$ cat config.mk
export PLATFORM = sky130hd
export DESIGN_NAME = fwh_qwrite_target
export DESIGN_NICKNAME = d
export VERILOG_FILES = /design/src/rtl/fwh_qw_pkg.sv /design/src/rtl/fwh_addr_shift.sv /design/src/rtl/fwh_data_gather.sv /design/src/rtl/fwh_qwrite_target.sv
export SDC_FILE = /design/constraint.sdc
export NUM_CORES = 1
export LEC_CHECK = 0
export BUFFER_PORTS_ARGS = -buffer_cell sky130_fd_sc_hd__buf_2
export CAP_MARGIN = 20
export CORE_ASPECT_RATIO = 0.8
export CORE_MARGIN = 3
export CORE_UTILIZATION = 35
export CTS_CLUSTER_DIAMETER = 100
export CTS_CLUSTER_SIZE = 12
export DETAILED_ROUTE_END_ITERATION = 10
export GPL_TIMING_DRIVEN = 1
export HOLD_SLACK_MARGIN = 0.1
export PLACE_DENSITY = 0.63
export SETUP_SLACK_MARGIN = 0.5
export SLEW_MARGIN = 0
export SYNTH_ARGS = -nofsm -noshare
export SYNTH_HDL_FRONTEND = slang
export SYNTH_SLANG_ARGS = --single-unit
export TNS_END_PERCENT = 100
$ cat constraint.sdc
create_clock -name clk -period 1.7 [get_ports clk]
set_input_delay 0.34 -clock clk [delete_from_list [all_inputs] [get_ports clk]]
set_output_delay 0.34 -clock clk [all_outputs]
set_load 0.01 [all_outputs]
$ cat src/rtl/fwh_qw_pkg.sv
package fwh_qw_pkg;

    typedef enum logic [3:0] {
        ST_IDLE,
        ST_ID,
        ST_ADDR,
        ST_SIZE,
        ST_DATA,
        ST_HOST_TAR,
        ST_HANDOVER,
        ST_SYNC,
        ST_DRIVE_ONES,
        ST_RELEASE
    } fsm_e;

    localparam logic [3:0] START_CODE = 4'b1110;
    localparam logic [3:0] SIZE_QUAD  = 4'b0010;
    localparam logic [3:0] NIB_ONES   = 4'b1111;
    localparam logic [3:0] SYNC_DONE  = 4'b0000;

endpackage

$ cat src/rtl/fwh_addr_shift.sv
// Collects the address most significant nibble first.
module fwh_addr_shift #(
    parameter int ADDR_W = 28,
    parameter int NIB_W  = 4
) (
    input  logic              clk,
    input  logic              rst_n,
    input  logic              shift_en,
    input  logic [NIB_W-1:0]  nib,
    output logic [ADDR_W-1:0] addr
);
    logic [ADDR_W-1:0] addr_d, addr_q;

    always_comb begin
        addr_d = addr_q;
        if (shift_en) begin
            addr_d = {addr_q[ADDR_W-NIB_W-1:0], nib};
        end
    end

    always_ff @(posedge clk or negedge rst_n) begin
        if (!rst_n) begin
            addr_q <= '0;
        end else begin
            addr_q <= addr_d;
        end
    end

    assign addr = addr_q;
endmodule

$ cat src/rtl/fwh_data_gather.sv
// Places each arriving data nibble in its slot. Bytes come in offset order,
// low nibble first, so slot j lands at bits [4j+3:4j] of the word.
module fwh_data_gather #(
    parameter int DATA_BYTES = 4,
    parameter int IDX_W      = 3,
    localparam int NIB_COUNT = DATA_BYTES * 2,
    localparam int DATA_W    = DATA_BYTES * 8
) (
    input  logic              clk,
    input  logic              rst_n,
    input  logic              load_en,
    input  logic [IDX_W-1:0]  idx,
    input  logic [3:0]        nib,
    output logic [DATA_W-1:0] data
);
    logic [DATA_W-1:0] data_d, data_q;

    for (genvar j = 0; j < NIB_COUNT; j++) begin : g_slot
        always_comb begin
            data_d[4*j +: 4] = data_q[4*j +: 4];
            if (load_en && idx == IDX_W'(j)) begin
                data_d[4*j +: 4] = nib;
            end
        end
    end

    always_ff @(posedge clk or negedge rst_n) begin
        if (!rst_n) begin
            data_q <= '0;
        end else begin
            data_q <= data_d;
        end
    end

    assign data = data_q;
endmodule

$ cat src/rtl/fwh_qwrite_target.sv
module fwh_qwrite_target
    import fwh_qw_pkg::*;
#(
    parameter int ADDR_W     = 28,
    parameter int DATA_BYTES = 4
) (
    input  logic                    clk,
    input  logic                    rst_n,
    input  logic                    frame_n,
    input  logic [3:0]              bus_in,
    input  logic [3:0]              id_strap,
    output logic [3:0]              bus_out,
    output logic                    bus_oe,
    output logic                    wr_valid,
    output logic [ADDR_W-1:0]       wr_addr,
    output logic [DATA_BYTES*8-1:0] wr_data
);
    localparam int ADDR_NIBS = ADDR_W / 4;
    localparam int DATA_NIBS = DATA_BYTES * 2;
    localparam int MAX_NIBS  = (ADDR_NIBS > DATA_NIBS) ? ADDR_NIBS : DATA_NIBS;
    localparam int CNT_W     = (MAX_NIBS > 1) ? $clog2(MAX_NIBS) : 1;

    typedef struct packed {
        fsm_e             st;
        logic [CNT_W-1:0] cnt;
    } ctl_t;

    ctl_t ctl_d, ctl_q;
    logic shift_en, load_en, start_seen;
    logic [ADDR_W-1:0] addr_raw;

    always_comb begin
        ctl_d      = ctl_q;
        shift_en   = 1'b0;
        load_en    = 1'b0;
        start_seen = !frame_n && (bus_in == START_CODE);

        case (ctl_q.st)
            ST_IDLE: ;
            ST_ID: begin
                ctl_d.cnt = '0;
                ctl_d.st  = (bus_in == id_strap) ? ST_ADDR : ST_IDLE;
            end
            ST_ADDR: begin
                shift_en = 1'b1;
                if (ctl_q.cnt == CNT_W'(ADDR_NIBS - 1)) begin
                    ctl_d.cnt = '0;
                    ctl_d.st  = ST_SIZE;
                end else begin
                    ctl_d.cnt = ctl_q.cnt + 1'b1;
                end
            end
            ST_SIZE: begin
                ctl_d.cnt = '0;
                ctl_d.st  = (bus_in == SIZE_QUAD) ? ST_DATA : ST_IDLE;
            end
            ST_DATA: begin
                load_en = 1'b1;
                if (ctl_q.cnt == CNT_W'(DATA_NIBS - 1)) begin
                    ctl_d.cnt = '0;
                    ctl_d.st  = ST_HOST_TAR;
                end else begin
                    ctl_d.cnt = ctl_q.cnt + 1'b1;
                end
            end
            ST_HOST_TAR:   ctl_d.st = ST_HANDOVER;
            ST_HANDOVER:   ctl_d.st = ST_SYNC;
            ST_SYNC:       ctl_d.st = ST_DRIVE_ONES;
            ST_DRIVE_ONES: ctl_d.st = ST_RELEASE;
            ST_RELEASE:    ctl_d.st = ST_IDLE;
            default:       ctl_d.st = ST_IDLE;
        endcase

        // A fresh start always wins and discards any partial cycle.
        if (start_seen) begin
            ctl_d.st  = ST_ID;
            ctl_d.cnt = '0;
            shift_en  = 1'b0;
            load_en   = 1'b0;
        end
    end

    always_ff @(posedge clk or negedge rst_n) begin
        if (!rst_n) begin
            ctl_q <= '{st: ST_IDLE, cnt: '0};
        end else begin
            ctl_q <= ctl_d;
        end
    end

    fwh_addr_shift #(
        .ADDR_W (ADDR_W),
        .NIB_W  (4)
    ) u_addr (
        .clk      (clk),
        .rst_n    (rst_n),
        .shift_en (shift_en),
        .nib      (bus_in),
        .addr     (addr_raw)
    );

    fwh_data_gather #(
        .DATA_BYTES (DATA_BYTES),
        .IDX_W      (CNT_W)
    ) u_data (
        .clk     (clk),
        .rst_n   (rst_n),
        .load_en (load_en),
        .idx     (ctl_q.cnt),
        .nib     (bus_in),
        .data    (wr_data)
    );

    // Moore outputs straight from the state register.
    assign bus_oe   = (ctl_q.st == ST_SYNC) || (ctl_q.st == ST_DRIVE_ONES);
    assign bus_out  = (ctl_q.st == ST_SYNC) ? SYNC_DONE : NIB_ONES;
    assign wr_valid = (ctl_q.st == ST_SYNC);
    assign wr_addr  = {addr_raw[ADDR_W-1:2], 2'b00};
endmodule

**Word level (Yosys, flattened, before mapping)**

Cells that the tools add are included.

- Flip-flop bits (word level): 67
- Input port bits: 11
- Word-level logic and storage cells: 63

- Add/sub/neg operators: 1
- Eq/ne operators: 21
- Mux-type cells: 14
- Reduce and logical (&&, ||, !) cells: 16

Operators by type and width:

| cell | number |
|---|---|
| one-hot mux 4 bit (9 select lines) | 1 |
| equality test 4 x 3 -> 1 bit, second input constant | 4 |
| equality test 3 bit, second input constant | 4 |
| equality test 4 x 2 -> 1 bit, second input constant | 3 |
| 2-to-1 mux 4 bit | 3 |
| logical AND 1 bit | 9 |
| 2-to-1 mux 3 bit | 3 |
| one-hot mux 3 bit (3 select lines) | 1 |
| equality test 4 bit, second input constant | 2 |
| 2-to-1 mux 7 bit | 1 |
| equality test 3 x 2 -> 1 bit, second input constant | 2 |
| inequality test 3 bit, second input constant | 2 |
| equality test 4 x 1 -> 1 bit, second input constant | 1 |
| equality test 4 bit | 1 |
| zero test 4 bit | 1 |
| 2-to-1 mux 1 bit | 4 |
| nonzero test 4 bit | 1 |
| adder 3 x 1 -> 3 bit, second input constant | 1 |
| equality test 3 x 1 -> 1 bit, second input constant | 1 |
| zero test 3 bit | 1 |
| AND reduction 3 bit | 1 |
| 2-to-1 mux 2 bit | 1 |
| inequality test 2 bit, second input constant | 1 |
| OR reduction 2 bit | 1 |
| 2 further kinds | 2 |

**Depth between registers and ports, before layout**

- Depth in word-level cells: 4
- Gate-level depth with buffers: 6
- Gate-level depth less buffers: 6

**By module**

Synthesis repeated with hierarchy kept, for this count alone.

- Cell total of the unflattened synthesis: 199
- Area, all modules: 3093.0 um2

Modules (own cells, without submodules):

| module | times used | cells an instance | area each (um2) |
|---|---|---|---|
| fwh_data_gather | 1 | 72 | 1311.3 |
| fwh_addr_shift | 1 | 59 | 1142.3 |
| fwh_qwrite_target | 1 | 68 | 639.4 |

**Least setup slack after synthesis**

Ideal clock, no wire load.

- Path type: input to register
- Start point: in bus_in[0]
- End point: reg u_data.data_q[16] (netlist: u_data.data[16])
- Data arrival time: 1.533 ns
- Setup slack: 0.042 ns
- Stages: 5
- Buffers on the path: 1
- Cells stage by stage: nand2b_1 > or3_4 > buf_6 > nand4_4 > mux2_2

- Longest elaborated chain between the ends: 4

RTL lines:

| what | line | RTL |
|---|---|---|
| start: declaration | fwh_qwrite_target.sv:10 | `input logic [3:0] bus_in,` |
| equality test 4 bit | fwh_qwrite_target.sv:36 | `start_seen = !frame_n && (bus_in == START_CODE);` |
| logical AND 1 bit | fwh_qwrite_target.sv:36 |  |
| 2-to-1 mux 1 bit | fwh_qwrite_target.sv:75 | `if (start_seen) begin` |
| logical AND 1 bit | fwh_data_gather.sv:21 | `if (load_en && idx == IDX_W'(j)) begin` |
| end signal: assignment | fwh_data_gather.sv:31 | `data_q <= data_d;` |
| end: declaration | fwh_data_gather.sv:16 | `logic [DATA_W-1:0] data_d, data_q;` |

Parallel ways exist; a longest one is shown, timed or not.
A chain may end at the register's enable or synchronous reset.

**Final worst setup path**

- Start point: reg ctl_q[5] (netlist name)
- End point: out bus_oe

- Longest elaborated chain between the ends: 2
- Elaborated cells on any way between the ends: 3

RTL lines:

| what | line | RTL |
|---|---|---|
| start: declaration | fwh_qwrite_target.sv:28 | `ctl_t ctl_d, ctl_q;` |
| start signal: assignment | fwh_qwrite_target.sv:85 | `ctl_q <= '{st: ST_IDLE, cnt: '0};` |
| start signal: assignment | fwh_qwrite_target.sv:87 | `ctl_q <= ctl_d;` |
| equality test 4 x 3 -> 1 bit or equality test 4 bit (tied branches) | fwh_qwrite_target.sv:115 | `assign bus_oe = (ctl_q.st == ST_SYNC) \|\| (ctl_q.st == ST_DRIVE_ONES);` |
| logical OR 1 bit * | fwh_qwrite_target.sv:115 |  |
| end: declaration | fwh_qwrite_target.sv:13 | `output logic bus_oe,` |

Mark *: on every way between the ends. The rest lies on a longest branch, timed or not.

==> results.toml <==
[routing]
firstDrtPassIters = 4
drt_iter0_markers = 153
detail-route-antenna-nets = 0
post_drt_wl_per_cell_um = 16.14
routed-via-count = 2322
drc = 0
drt-total-wl_um = 8036
vias_per_cell = 4.663

[synth]
synth_cell_types = 41
synthMuxAreaShare = 0.2074
yosysTopAreaCell = "dfrtp_1"
synthTopCellsByArea = "dfrtp_1 52%, mux2_2 18%, buf_4 7.9%, nand4_4 3.3%, ha_1 2.3%"
synth-simple-area-share = 0.1006
ys.flop_type = "dfrtp_1"
syn_avg_cell_area_sq_um = 13.65
synth_cells = 236
synth_xor_xnor_area_share = 0.01087
yosysSeqAreaShare = 0.5204
synth_top_family_by_area = "multiplexers"
synth_area_sq_um = 3222
synth_edf_count = 0
async_reset_ff_frac = 1.000
ys.warnings.count = 0
synth_fa_ha_area_frac = 0.02330
synth_top_area_share = 0.5204
synth_compound_area_frac = 0.03650
synth_seq_cells = 67

[final_layout]
final_cell_count_no_fill = 498
nFillCells = 681
antenna_cells = 0
final_area_sq_um = 5102
drive_gt1_frac = 0.7461
area_growth_pct = 58.37
final_nets = 400

[place]
placedInstanceArea_sq_um = 3829
dp_slack_ns = -0.1816
port_buffers = 74
dpl.hpwl_um = 4782
gp_congestion = 0.8519
dp_cells = 400

[floorplanning]
start_util = 0.3700
num_rows = 30
die_h_um = 91.82
dieWidth_um = 113.3
core_sq_um = 8708
die_area_sq_um = 10400
ioPinCount = 77

[clocking]
cts_inserted_buffers = 9
cts_sinks = 67
cts_buffer_depth = 2
path_clk_slew_ns = 0.05
ctsHtreeMaxLevel = 3
cts_tree = "built"
root_buffer = "clkbuf_16"
clk_latency_ns = 0.33

[sta]
setup_violations = 25
drv_slew = 0
finalHoldViolations = 0
fin_crit_ns = 1.776
fin_ws_ns = -0.07598
grt_setup_unrepaired = "true"
fin_worst_skew_ns = 0.005636
max_freq_mhz = 563.1
finalCritPeriodShare = 1.045

[hold_path]
worstHoldStart = "id_strap[3]"
hold_class = "in -> reg"

[global_routing]
grt_pass1_vias = 2356
grt_use_total = 0.1591
grt_max_degree = 68
antenna_found_initial = 0
grt-ovfl-total = 0
grt_pass1_wl_um = 12810

[power_and_ir_drop]
p_total_mw = 8.828
p_leak_nw = 2.626
vdd_drop_max_v = 0.0009143
cellPowerDensity_nw_per_um2 = 1730

[run]
maxCapViolations = 0

[worst_setup_path]
path_class = "reg -> out"
crit_path_end_kind = "output port"
crit_path_end = "bus_oe"
ff2ff_setup_slack_ns = -0.03
worstPathMaxFanout = 5
reg2regPathDepth = 5
r2r-start = "ctl_q[3]"
reg2reg_to = "u_data.data[21]"
worstPathArrival_ns = 1.44
worst_ep_required_time_ns = 1.36
cp-startpoint = "ctl_q[5]"
start_kind = "flip-flop"

[status]
violations = "negative setup slack"
status = "complete, but fails checks"
synth_stat cells (all sizes together), types with 5 or more instances:
library cell	instances
dfrtp	67
mux2	58
buf	38
nand4	7
ha	6
a21oi	5
inv	5
nand2	5
nor2	5
report_power, final:
| part | switching [mW] | internal (mW) |
|---|---|---|
| combinational | 1.72 | 2.77 |
| clock | 0.633 | 1.13 |
| sequential | 0.366 | 2.21 |
| total | 2.72 | 6.11 |
what timing repair did:
action / 4_1_cts / 5_1_grt
endpoints found under the setup margin: 116 / 127
setup buffers: 53 / 28
cloned: 2 / 0
gates resized for setup: 42 / 25
pin swaps: 12 / 12
hold buffers: 1 / 0
endpoints found under the hold margin: 67 / 0
state kept, by name (all words and copies together), names as in the netlist:
name / cells
u_addr.addr: 28
u_data.data: 32
ctl_q: 7
placed cells by master, fill, tap and decap left out, types with 4 or more instances in the layout:
cell type	instances
a21oi_2	4
buf_12	5
buf_2	61
buf_4	78
buf_6	30
clkbuf_16	9
clkbuf_8	4
dfrtp_1	64
mux2_2	5
mux2_4	53
nand4_4	5
xnor2_1	4
per-layer routing:
layer	track usage	vias up	part of all wire
li1	-	1086	-
met3	0.04551	10	0.061
met5	0	-	0
met2	0.2293	66	0.46
met4	0.05405	0	0.014
met1	0.2286	1160	0.47
worst max-delay path: stages, from the launching register on:
cell and delay [ns]:
dfrtp_1 0.37, buf_6 0.14, inv_6 0.04, nor3_4 0.22, inv_2 0.12, o21ai_4 0.09, buf_6 0.12
layout make-up:
| class | instances | area (sq um) | area share |
|---|---|---|---|
| inverters | 5 | 23.77 | 0.004659 |
| multi-input cells | 124 | 1604 | 0.3144 |
| clock buffers | 13 | 280.3 | 0.05493 |
| repair buffers | 176 | 1366 | 0.2678 |
| clock inverters | 1 | 7.507 | 0.001471 |
| flip-flops and latches | 67 | 1680 | 0.3293 |
| well taps | 112 | 140.1 | 0.02746 |
worst min path at each step:
stage,to,cells past startpoint,slack (ns)
after global routing,ctl_q[4],4,0.38
after global placement,u_data.data[4],2,0.39
after CTS,ctl_q[4],4,0.35
final,ctl_q[4],4,0.36
after detailed placement,u_data.data[21],2,0.39
after floorplan,ctl_q[0],0,0.04
per-stage QoR:
step                      hold slack, ns    util  TNS (ns)
final                             0.3584  0.5859   -0.4053
after detailed placement          0.3937  0.4397    -6.225
after floorplan                  0.04441       -         0
after CTS                         0.3467  0.5458   -0.1948
after global placement            0.3866  0.4397    -5.030
after global routing              0.3832  0.5859    -2.923
logic make-up after synthesis:
kind of cell | Yosys count
flip-flops | 67
AO/OA/AOI/OAI | 17
AND/OR/NAND/NOR | 36
multiplexers | 58
buffers and inverters | 47
XOR/XNOR | 4
adder cells (fa/ha/maj) | 6
other | 1
Note: power is estimated with default switching activity, not from simulation.
